[src/rtl/opalu_pkg.sv]
package opalu_pkg;
    localparam int FLAG_N = 7;
    localparam int F_C  = 0;
    localparam int F_QC = 1;
    localparam int F_HC = 2;
    localparam int F_TC = 3;
    localparam int F_Z  = 4;
    localparam int F_N  = 5;
    localparam int F_O  = 6;

    localparam logic [7:0] OP_NOT  = 8'h40;
    localparam logic [7:0] OP_XOR  = 8'h41;
    localparam logic [7:0] OP_AND  = 8'h42;
    localparam logic [7:0] OP_OR   = 8'h43;
    localparam logic [7:0] OP_ADD  = 8'h45;
    localparam logic [7:0] OP_SHL  = 8'h46;
    localparam logic [7:0] OP_SHR  = 8'h47;
    localparam logic [7:0] OP_SWAP = 8'h48;
    localparam logic [7:0] OP_INC  = 8'h55;
    localparam logic [7:0] OP_ROL  = 8'h56;
    localparam logic [7:0] OP_ROR  = 8'h57;
    localparam logic [7:0] OP_SUB  = 8'h65;
    localparam logic [7:0] OP_DEC  = 8'h75;

    typedef enum logic [2:0] {
        CLS_NONE, CLS_ARITH, CLS_LOGIC, CLS_SHIFT, CLS_ROT, CLS_SWAP
    } op_class_e;

    function automatic op_class_e classify(input logic [7:0] op);
        case (op)
            OP_ADD, OP_INC, OP_SUB, OP_DEC:  classify = CLS_ARITH;
            OP_NOT, OP_XOR, OP_AND, OP_OR:   classify = CLS_LOGIC;
            OP_SHL, OP_SHR:                  classify = CLS_SHIFT;
            OP_ROL, OP_ROR:                  classify = CLS_ROT;
            OP_SWAP:                         classify = CLS_SWAP;
            default:                         classify = CLS_NONE;
        endcase
    endfunction
endpackage

[src/rtl/opalu_arith.sv]
module opalu_arith #(
    parameter int W     = 16,
    parameter int SEG_N = 4
) (
    input  logic [W-1:0]     a_i,
    input  logic [W-1:0]     b_i,
    input  logic             sub_i,
    input  logic             one_i,
    output logic [W-1:0]     sum_o,
    output logic [SEG_N-1:0] cy_o,
    output logic             ovf_o
);
    localparam int SEG_W = W / SEG_N;

    logic [W-1:0] b_sel;
    logic [W-1:0] b_eff;

    assign b_sel = one_i ? W'(1) : b_i;
    assign b_eff = sub_i ? ~b_sel : b_sel;

    genvar g;
    generate
        for (g = 1; g <= SEG_N; g++) begin : g_seg
            localparam int PW = g * SEG_W;
            logic [PW:0] part;
            assign part = {1'b0, a_i[PW-1:0]} + {1'b0, b_eff[PW-1:0]} + {{PW{1'b0}}, sub_i};
            assign cy_o[g-1] = part[PW] ^ sub_i;
            if (g == SEG_N) begin : g_top
                assign sum_o = part[PW-1:0];
            end
        end
    endgenerate

    assign ovf_o = (a_i[W-1] == b_eff[W-1]) && (sum_o[W-1] != a_i[W-1]);
endmodule

[src/rtl/opalu_bitops.sv]
module opalu_bitops #(
    parameter int W = 16
) (
    input  logic [W-1:0] a_i,
    input  logic [W-1:0] b_i,
    input  logic [1:0]   lsel_i,
    input  logic         right_i,
    input  logic         wrap_i,
    input  logic         cin_i,
    output logic [W-1:0] logic_o,
    output logic [W-1:0] shift_o,
    output logic         cout_o,
    output logic [W-1:0] swap_o
);
    localparam int HW = W / 2;

    logic fill;

    always_comb begin
        case (lsel_i)
            2'd0:    logic_o = ~a_i;
            2'd1:    logic_o = a_i ^ b_i;
            2'd2:    logic_o = a_i & b_i;
            default: logic_o = a_i | b_i;
        endcase
    end

    always_comb begin
        if (right_i) begin
            fill    = wrap_i ? a_i[0] : cin_i;
            shift_o = {fill, a_i[W-1:1]};
            cout_o  = a_i[0];
        end else begin
            fill    = wrap_i ? a_i[W-1] : cin_i;
            shift_o = {a_i[W-2:0], fill};
            cout_o  = a_i[W-1];
        end
    end

    assign swap_o = {a_i[HW-1:0], a_i[W-1:HW]};
endmodule

[src/rtl/opalu_top.sv]
module opalu_top
    import opalu_pkg::*;
#(
    parameter int W = 16
) (
    input  logic              clk,
    input  logic              rst_n,
    input  logic [7:0]        op_i,
    input  logic [W-1:0]      dst_i,
    input  logic [W-1:0]      src_i,
    input  logic              carry_i,
    output logic [W-1:0]      result_o,
    output logic [FLAG_N-1:0] flag_wr_o,
    output logic [FLAG_N-1:0] flags_o
);
    localparam int SEG_N = 4;

    typedef struct packed {
        logic [W-1:0]      res;
        logic [FLAG_N-1:0] wr;
        logic [FLAG_N-1:0] val;
    } alu_out_t;

    alu_out_t          nx;
    logic [FLAG_N-1:0] flags_d, flags_q;
    op_class_e         cls;

    logic [W-1:0]     ar_sum;
    logic [SEG_N-1:0] ar_cy;
    logic             ar_ovf;
    logic [W-1:0]     bo_logic, bo_shift, bo_swap;
    logic             bo_cout;

    opalu_arith #(.W(W), .SEG_N(SEG_N)) u_arith (
        .a_i   (dst_i),
        .b_i   (src_i),
        .sub_i (op_i[5]),
        .one_i (op_i[4]),
        .sum_o (ar_sum),
        .cy_o  (ar_cy),
        .ovf_o (ar_ovf)
    );

    opalu_bitops #(.W(W)) u_bitops (
        .a_i     (dst_i),
        .b_i     (src_i),
        .lsel_i  (op_i[1:0]),
        .right_i (op_i[0]),
        .wrap_i  (op_i[4]),
        .cin_i   (carry_i),
        .logic_o (bo_logic),
        .shift_o (bo_shift),
        .cout_o  (bo_cout),
        .swap_o  (bo_swap)
    );

    assign cls = classify(op_i);

    always_comb begin
        nx     = '0;
        nx.res = dst_i;
        case (cls)
            CLS_ARITH: begin
                nx.res      = ar_sum;
                nx.wr       = '1;
                nx.val[F_QC] = ar_cy[0];
                nx.val[F_HC] = ar_cy[1];
                nx.val[F_TC] = ar_cy[2];
                nx.val[F_C]  = ar_cy[3];
                nx.val[F_Z]  = (ar_sum == '0);
                nx.val[F_N]  = ar_sum[W-1];
                nx.val[F_O]  = ar_ovf;
            end
            CLS_LOGIC: begin
                nx.res      = bo_logic;
                nx.wr[F_Z]  = 1'b1;
                nx.val[F_Z] = (bo_logic == '0);
            end
            CLS_SHIFT: begin
                nx.res      = bo_shift;
                nx.wr[F_C]  = 1'b1;
                nx.wr[F_Z]  = 1'b1;
                nx.val[F_C] = bo_cout;
                nx.val[F_Z] = (bo_shift == '0);
            end
            CLS_ROT:  nx.res = bo_shift;
            CLS_SWAP: nx.res = bo_swap;
            default:  nx.res = dst_i;
        endcase
        flags_d = (flags_q & ~nx.wr) | (nx.val & nx.wr);
    end

    always_ff @(posedge clk or negedge rst_n) begin
        if (!rst_n) flags_q <= '0;
        else        flags_q <= flags_d;
    end

    assign result_o  = nx.res;
    assign flag_wr_o = nx.wr;
    assign flags_o   = flags_q;
endmodule

[config.mk]
export PLATFORM = sky130hd
export DESIGN_NAME = opalu_top
export DESIGN_NICKNAME = d
export VERILOG_FILES = /design/src/rtl/opalu_pkg.sv /design/src/rtl/opalu_arith.sv /design/src/rtl/opalu_bitops.sv /design/src/rtl/opalu_top.sv
export SDC_FILE = /design/constraint.sdc
export NUM_CORES = 1
export LEC_CHECK = 0
export BUFFER_PORTS_ARGS = -buffer_cell sky130_fd_sc_hd__buf_2
export CAP_MARGIN = 10
export CORE_MARGIN = 4
export CORE_UTILIZATION = 52
export CTS_BUF_LIST = sky130_fd_sc_hd__clkbuf_2
export CTS_CLUSTER_DIAMETER = 50
export DETAILED_ROUTE_END_ITERATION = 7
export PLACE_DENSITY = 0.91
export SYNTH_ARGS = -nofsm -noshare
export SYNTH_HDL_FRONTEND = slang
export SYNTH_SLANG_ARGS = --single-unit
[constraint.sdc]
create_clock -name clk -period 2.6 [get_ports clk]
set_input_delay 0.13 -clock clk [delete_from_list [all_inputs] [get_ports clk]]
set_output_delay 0.13 -clock clk [all_outputs]
set_load 0.02 [all_outputs]
==> results of run 1 <==
==> area by class of cell <==
| type | count | share of cell area |
|---|---|---|
| flip-flops and latches | 7 | 0.0388 |
| inverters | 41 | 0.0341 |
| well taps | 75 | 0.0208 |
| multi-input cells | 392 | 0.661 |
| clock buffers | 4 | 0.00443 |
| repair buffers | 157 | 0.241 |
==> through the flow <==
stage	setup WS, ns	total power [W]	hold WS (ns)
after floorplan	-0.0771	0.000775	-0.166
after detailed placement	-0.281	0.00120	-0.0280
final	-0.0880	0.00143	0.238
after global placement	-0.136	0.00116	-0.0339
after global routing	-0.168	0.00153	0.235
after CTS	0.00793	0.00134	0.245
==> logic make-up after synthesis <==
family | after synthesis | synth area share
muxes | 14 | 0.0500
and+or+nand+nor | 153 | 0.235
adders and majority gates | 49 | 0.188
AOI/OAI and AO/OA | 144 | 0.294
xor gates and xnor gates | 32 | 0.0849
DFF | 7 | 0.0531
buffers and inverters | 75 | 0.0947
==> worst paths after layout <==
kind	start	end	slack, ns	cells past startpoint
setup / recovery	op_i[4]	result_o[13]	-0.09	14
hold / removal	rst_n	async pin	0.24	2
setup reg to reg	register	register	1.73	3
hold reg to reg	register	register	0.48	1
max in group asynchronous	rst_n	async pin	2.21	2
min in group clk	dst_i[15]	register	0.44	4
==> worst max-delay path: stages <==
cell	delay, ns
buf_12	0.11
nand2b_4	0.15
xnor2_4	0.14
ha_1	0.33
nand4bb_1	0.18
nand4b_1	0.20
nand3_1	0.14
a21oi_2	0.24
buf_4	0.14
nor4_1	0.05
a211oi_2	0.28
nand2_1	0.13
a31oi_4	0.19
buf_6	0.14
==> cells in the mapped netlist (4+ instances only) <==
| library cell | count | area (um^2) |
|---|---|---|
| ha_1 | 48 | 601 |
| nand2_1 | 48 | 180 |
| nor2_1 | 46 | 173 |
| a21oi_1 | 43 | 215 |
| inv_1 | 40 | 150 |
| o21ai_0 | 29 | 145 |
| xnor2_1 | 24 | 210 |
| nand2b_1 | 19 | 119 |
| clkbuf_1 | 14 | 52.6 |
| mux2i_1 | 12 | 120 |
| a31oi_1 | 11 | 68.8 |
| buf_2 | 10 | 50.1 |
| o211ai_1 | 9 | 67.6 |
| a211oi_1 | 8 | 60.1 |
| a21o_1 | 8 | 60.1 |
| xor2_1 | 8 | 70.1 |
| dfrtp_1 | 7 | 175 |
| o221ai_1 | 7 | 61.3 |
| nor3_1 | 6 | 30.0 |
| a222oi_1 | 5 | 50.1 |
| buf_1 | 5 | 18.8 |
| buf_4 | 5 | 37.5 |
| nand3_1 | 5 | 25.0 |
| nor4_1 | 5 | 31.3 |
| nor4b_1 | 5 | 43.8 |
| o211ai_2 | 4 | 50.1 |
==> power breakdown <==
part	internal, W	switching (W)
clock	0.0000408	0.0000479
sequential	0.000135	0.0000142
combinational	0.000548	0.000647
total	0.000724	0.000709
==> what timing repair did <==
item                                   in CTS  in global routing
pin swaps                                   7                 17
setup endpoints to repair                   7                  8
setup buffers                               8                  7
gates resized for setup                    15                 17
cloned                                      0                  1
endpoints found under the hold margin       7                  0
hold buffers                                1                  0
==> cell usage in the layout (no fill, tap or decap), types with 5 or more instances in the layout <==
cell type and n:
buf_2 65, inv_1 40, o211ai_1 9, a211oi_1 7, a222oi_1 5, a31oi_1 7, ha_1 46, mux2i_1 12
a21o_1 8, a21oi_2 6, nand2_1 48, nand2b_4 5, xor2_1 7, a21oi_1 37, nand3_1 5, nand2b_1 14
o21ai_0 27, o221ai_1 7, dfrtp_1 7, xnor2_1 23, nor3_1 5, buf_4 83, nor2_1 45
==> metal layers <==
layer  vias to the layer above  GRT usage
li1                       1964          -
met1                      1990      0.436
met2                       324      0.545
met3                        65     0.0395
met4                         0      0.106
met5                         -          0
==> impl_metrics.ini, run 1 <==
[detailed_routing]
first_pass_iters = 8
highest_layer = met4
drt-met1-wl_mm = 5.07
ant_nets = 0
drt_iter0_markers = 487
wirelength_mm = 13.3
drc = 0
dr_wl_met2_mm = 6.12
vias = 4343
vias_per_cell = 6.42
wl_per_cell_um = 19.7
wl_met3_mm = 1.51

[power_and_ir_drop]
peakVddDrop_mv = 0.320
p_per_area_mw_per_mm2 = 317
p_leak_nw = 2.23

[die]
die_w_um = 87.7
start_util = 0.548
rows = 28
core_area_mm2 = 0.00603
fp.dieArea_mm2 = 0.00769
die_y_um = 87.7
ios = 73

[global_routing]
grt_max_degree = 42
grt_pass1_vias = 4061
grt_pass1_wl_mm = 19.9
grt_usage = 0.326
antenna_found_initial = 0
overflow = 0

[sta]
drv_slew = 0
setup_viol_count_final = 3
min_period_over_period = 1.03
timing.final.ws_setup_ns = -0.0880
fmax_ghz = 0.372
finClkSkew_ns = 0
rsz0062_at_grt = yes
slew_headroom = 0.654
hold_violations = 0
tightest_slew_ns = 0.514
fin_crit_ns = 2.69
fin_tns_setup_ns = -0.153

[final_layout]
final_util = 0.750
design_area_mm2 = 0.00452
nets = 694
area_growth_syn_to_layout_pct = 36.9
drive_gt1_frac = 0.333
fillCellCount = 462
multi_input_area_mm2 = 0.00299
final_cells = 676
regArea_um2 = 175
antennaDiodeCount = 0

[placement]
dp.cells = 655
dp_hpwl_mm = 10.2
numPortBuffers = 72
gp_congestion = 1.04
post_dp_cell_area_mm2 = 0.00422

[synthesis]
syn_inst = 474
syn_avg_cell_area_um2 = 6.97
synth_nets = 566
yosysUniqueCellTypes = 61
synth_ff_type = dfrtp_1
synth_seq_cells = 7
yosysWarnings = 0
synth_edf_count = 0
synthArstFlopShare = 1.00
seq_area_frac_synth = 0.0531
syn_area_mm2 = 0.00330

[clocking]
cts_tree = done
htreeDepth = 1
cts.sinks = 7
numCtsBuffers = 3
worstSkewPairLatency_ns = 0.25
clkTransAtPathRegs_ns = 0.08
cts.path.max_buffers = 2
cts-root-buf = clkbuf_2

[setup_path]
cp.arrival_ns = 2.56
worst_setup_path_end_kind = primary output
crit_required_ns = 2.47
critPathMaxFanout = 5
startpoint_type = primary input
crit_type = primary input to primary output

[run_status]
status = complete, but fails checks
violations = setup timing

[job]
maxCapViolCount = 0

[hold_path]
hold_class = primary input to async pin
Note: power is estimated with default switching activity, not from simulation.
==> run 2, diff against run 1 <==
--- a/config.mk
+++ b/config.mk
@@ -9,7 +9,7 @@
 export CAP_MARGIN = 10
 export CORE_MARGIN = 4
 export CORE_UTILIZATION = 52
-export CTS_BUF_LIST = sky130_fd_sc_hd__clkbuf_2
+export CTS_BUF_LIST = sky130_fd_sc_hd__clkbuf_2 sky130_fd_sc_hd__clkbuf_4 sky130_fd_sc_hd__clkbuf_8
 export CTS_CLUSTER_DIAMETER = 50
 export DETAILED_ROUTE_END_ITERATION = 7
 export PLACE_DENSITY = 0.91
==> impl_metrics.ini, run 2 (same netlist as run 1, synthesis figures left out) <==
[setup_path]
r2r_setup_slack_ns = 1.78
cp.arrival_ns = 2.56
crit_required_ns = 2.47
crit_buf_inv = 3
crit_type = primary input to primary output
critPathMaxFanout = 6
startpoint_type = primary input
timing.reg2reg.worst_path_depth = 3
crit_chain = buf_12 > buf_4 > nand2b_4 > xnor2_2 > ha_2 > o2111a_2 > a2111oi_4 > o41ai_2 > xor2_1 > nand2_1 > a31oi_4 > buf_6
worst_setup_path_end_kind = primary output
max_stage_delay_ns = 0.43
cp-startpoint = op_i[4]
cpLargestDelayFamily = compound AO/OA/AOI/OAI gates
cp_slowest_cell = a2111oi_4

[global_routing]
antenna_found_initial = 0
grt_max_degree = 42
grt_pass1_wl_mm = 20.0
overflow = 0
grt_usage = 0.328
grt_pass1_vias = 4079

[placement]
numPortBuffers = 72
post-place-ws_ns = -0.281
gp_congestion = 1.04
dp_hpwl_mm = 10.2
dp.cells = 655

[sta]
rsz0062_at_grt = yes
hold_violations = 0
slew_headroom = 0.679
min_period_over_period = 1.04
fin_tns_setup_ns = -0.262
fin_crit_ns = 2.69
timing.final.ws_setup_ns = -0.0912
tightest_slew_ns = 0.477
finClkSkew_ns = 0
drv_slew = 0
setup_viol_count_final = 6
fmax_ghz = 0.372

[clocking]
htreeDepth = 1
cts.path.max_buffers = 2
cts-root-buf = clkbuf_8
numCtsBuffers = 3
cts.sinks = 7
worstSkewPairLatency_ns = 0.24
clkTransAtPathRegs_ns = 0.05
cts_tree = done

[detailed_routing]
vias = 4452
drc = 0
ant_nets = 0
wirelength_mm = 14.3
vias_per_cell = 6.62
wl_per_cell_um = 21.3
first_pass_iters = 8
drt_iter0_markers = 537

[run_status]
violations = setup timing
status = complete, but fails checks

[final_layout]
antennaDiodeCount = 0
drive_gt1_frac = 0.346
area_growth_syn_to_layout_pct = 39.4
layout_commonest_cell = buf_4
final_cells = 673
final_cell_mix = 81 x buf_4, 64 x buf_2, 48 x nand2_1, 45 x ha_1, 44 x nor2_1
nets = 691

[die]
rows = 28
start_util = 0.548
die_w_um = 87.7
die_y_um = 87.7
ios = 73
core_area_mm2 = 0.00603
fp.dieArea_mm2 = 0.00769

[hold_path]
hold_class = primary input to async pin

[power_and_ir_drop]
p_total_w = 0.00158
p_leak_nw = 2.26
p_per_area_mw_per_mm2 = 342
peakVddDrop_mv = 0.449

[job]
maxCapViolCount = 0
-- run 2: how the worst max path moves through the flow --
stage	end	cells past startpoint
after floorplan	result_o[14]	12
after global placement	register	11
after detailed placement	register	11
after CTS	result_o[9]	14
after global routing	result_o[14]	12
final	result_o[14]	12
-- run 2: where the power goes --
group          internal (W)  switching [W]
Clock              0.000117      0.0000552
Combinational      0.000558       0.000691
Sequential         0.000136      0.0000195
-- run 2: timing repair --
action / in CTS / in global routing
pin swaps: 6 / 20
cloned: 0 / 1
setup buffers: 6 / 6
setup endpoints to repair: 7 / 8
hold buffers: 1 / 0
gates resized for setup: 13 / 33
hold endpoints to repair: 7 / 0
-- run 2: layout make-up --
cell class / instances / area [um^2]
timing repair buffer: 154 / 1070
multi-input combinational: 392 / 3060
fill: 424 / 1420
clock buffer: 4 / 48.8
sequential: 7 / 175
inverter: 41 / 154
tap: 75 / 93.8
-- run 2: per-layer routing --
layer  share of wire  global-route usage  vias to the layer above  wire length [um]
li1                -                   -                     1954                 -
met1            0.36               0.433                     2014              5190
met2            0.46               0.543                      392              6590
met3            0.12              0.0461                       92              1710
met4           0.058               0.120                        0               826
met5               0                   0                        -                 0
-- run 2: worst register-to-register path, cell delays in order, from the launching register on --
cell and delay (ns):
dfrtp_1 0.37, inv_1 0.06, o21ai_0 0.08, a31o_1 0.20
-- run 2: metrics by stage --
stage / hold slack, ns / util / area (um^2)
final: 0.288 / 0.764 / 4600
after global routing: 0.295 / 0.764 / 4600
after CTS: 0.287 / 0.725 / 4370
after detailed placement: -0.0280 / 0.701 / 4220
after global placement: -0.0339 / 0.701 / 4220
after floorplan: -0.166 / - / 3430
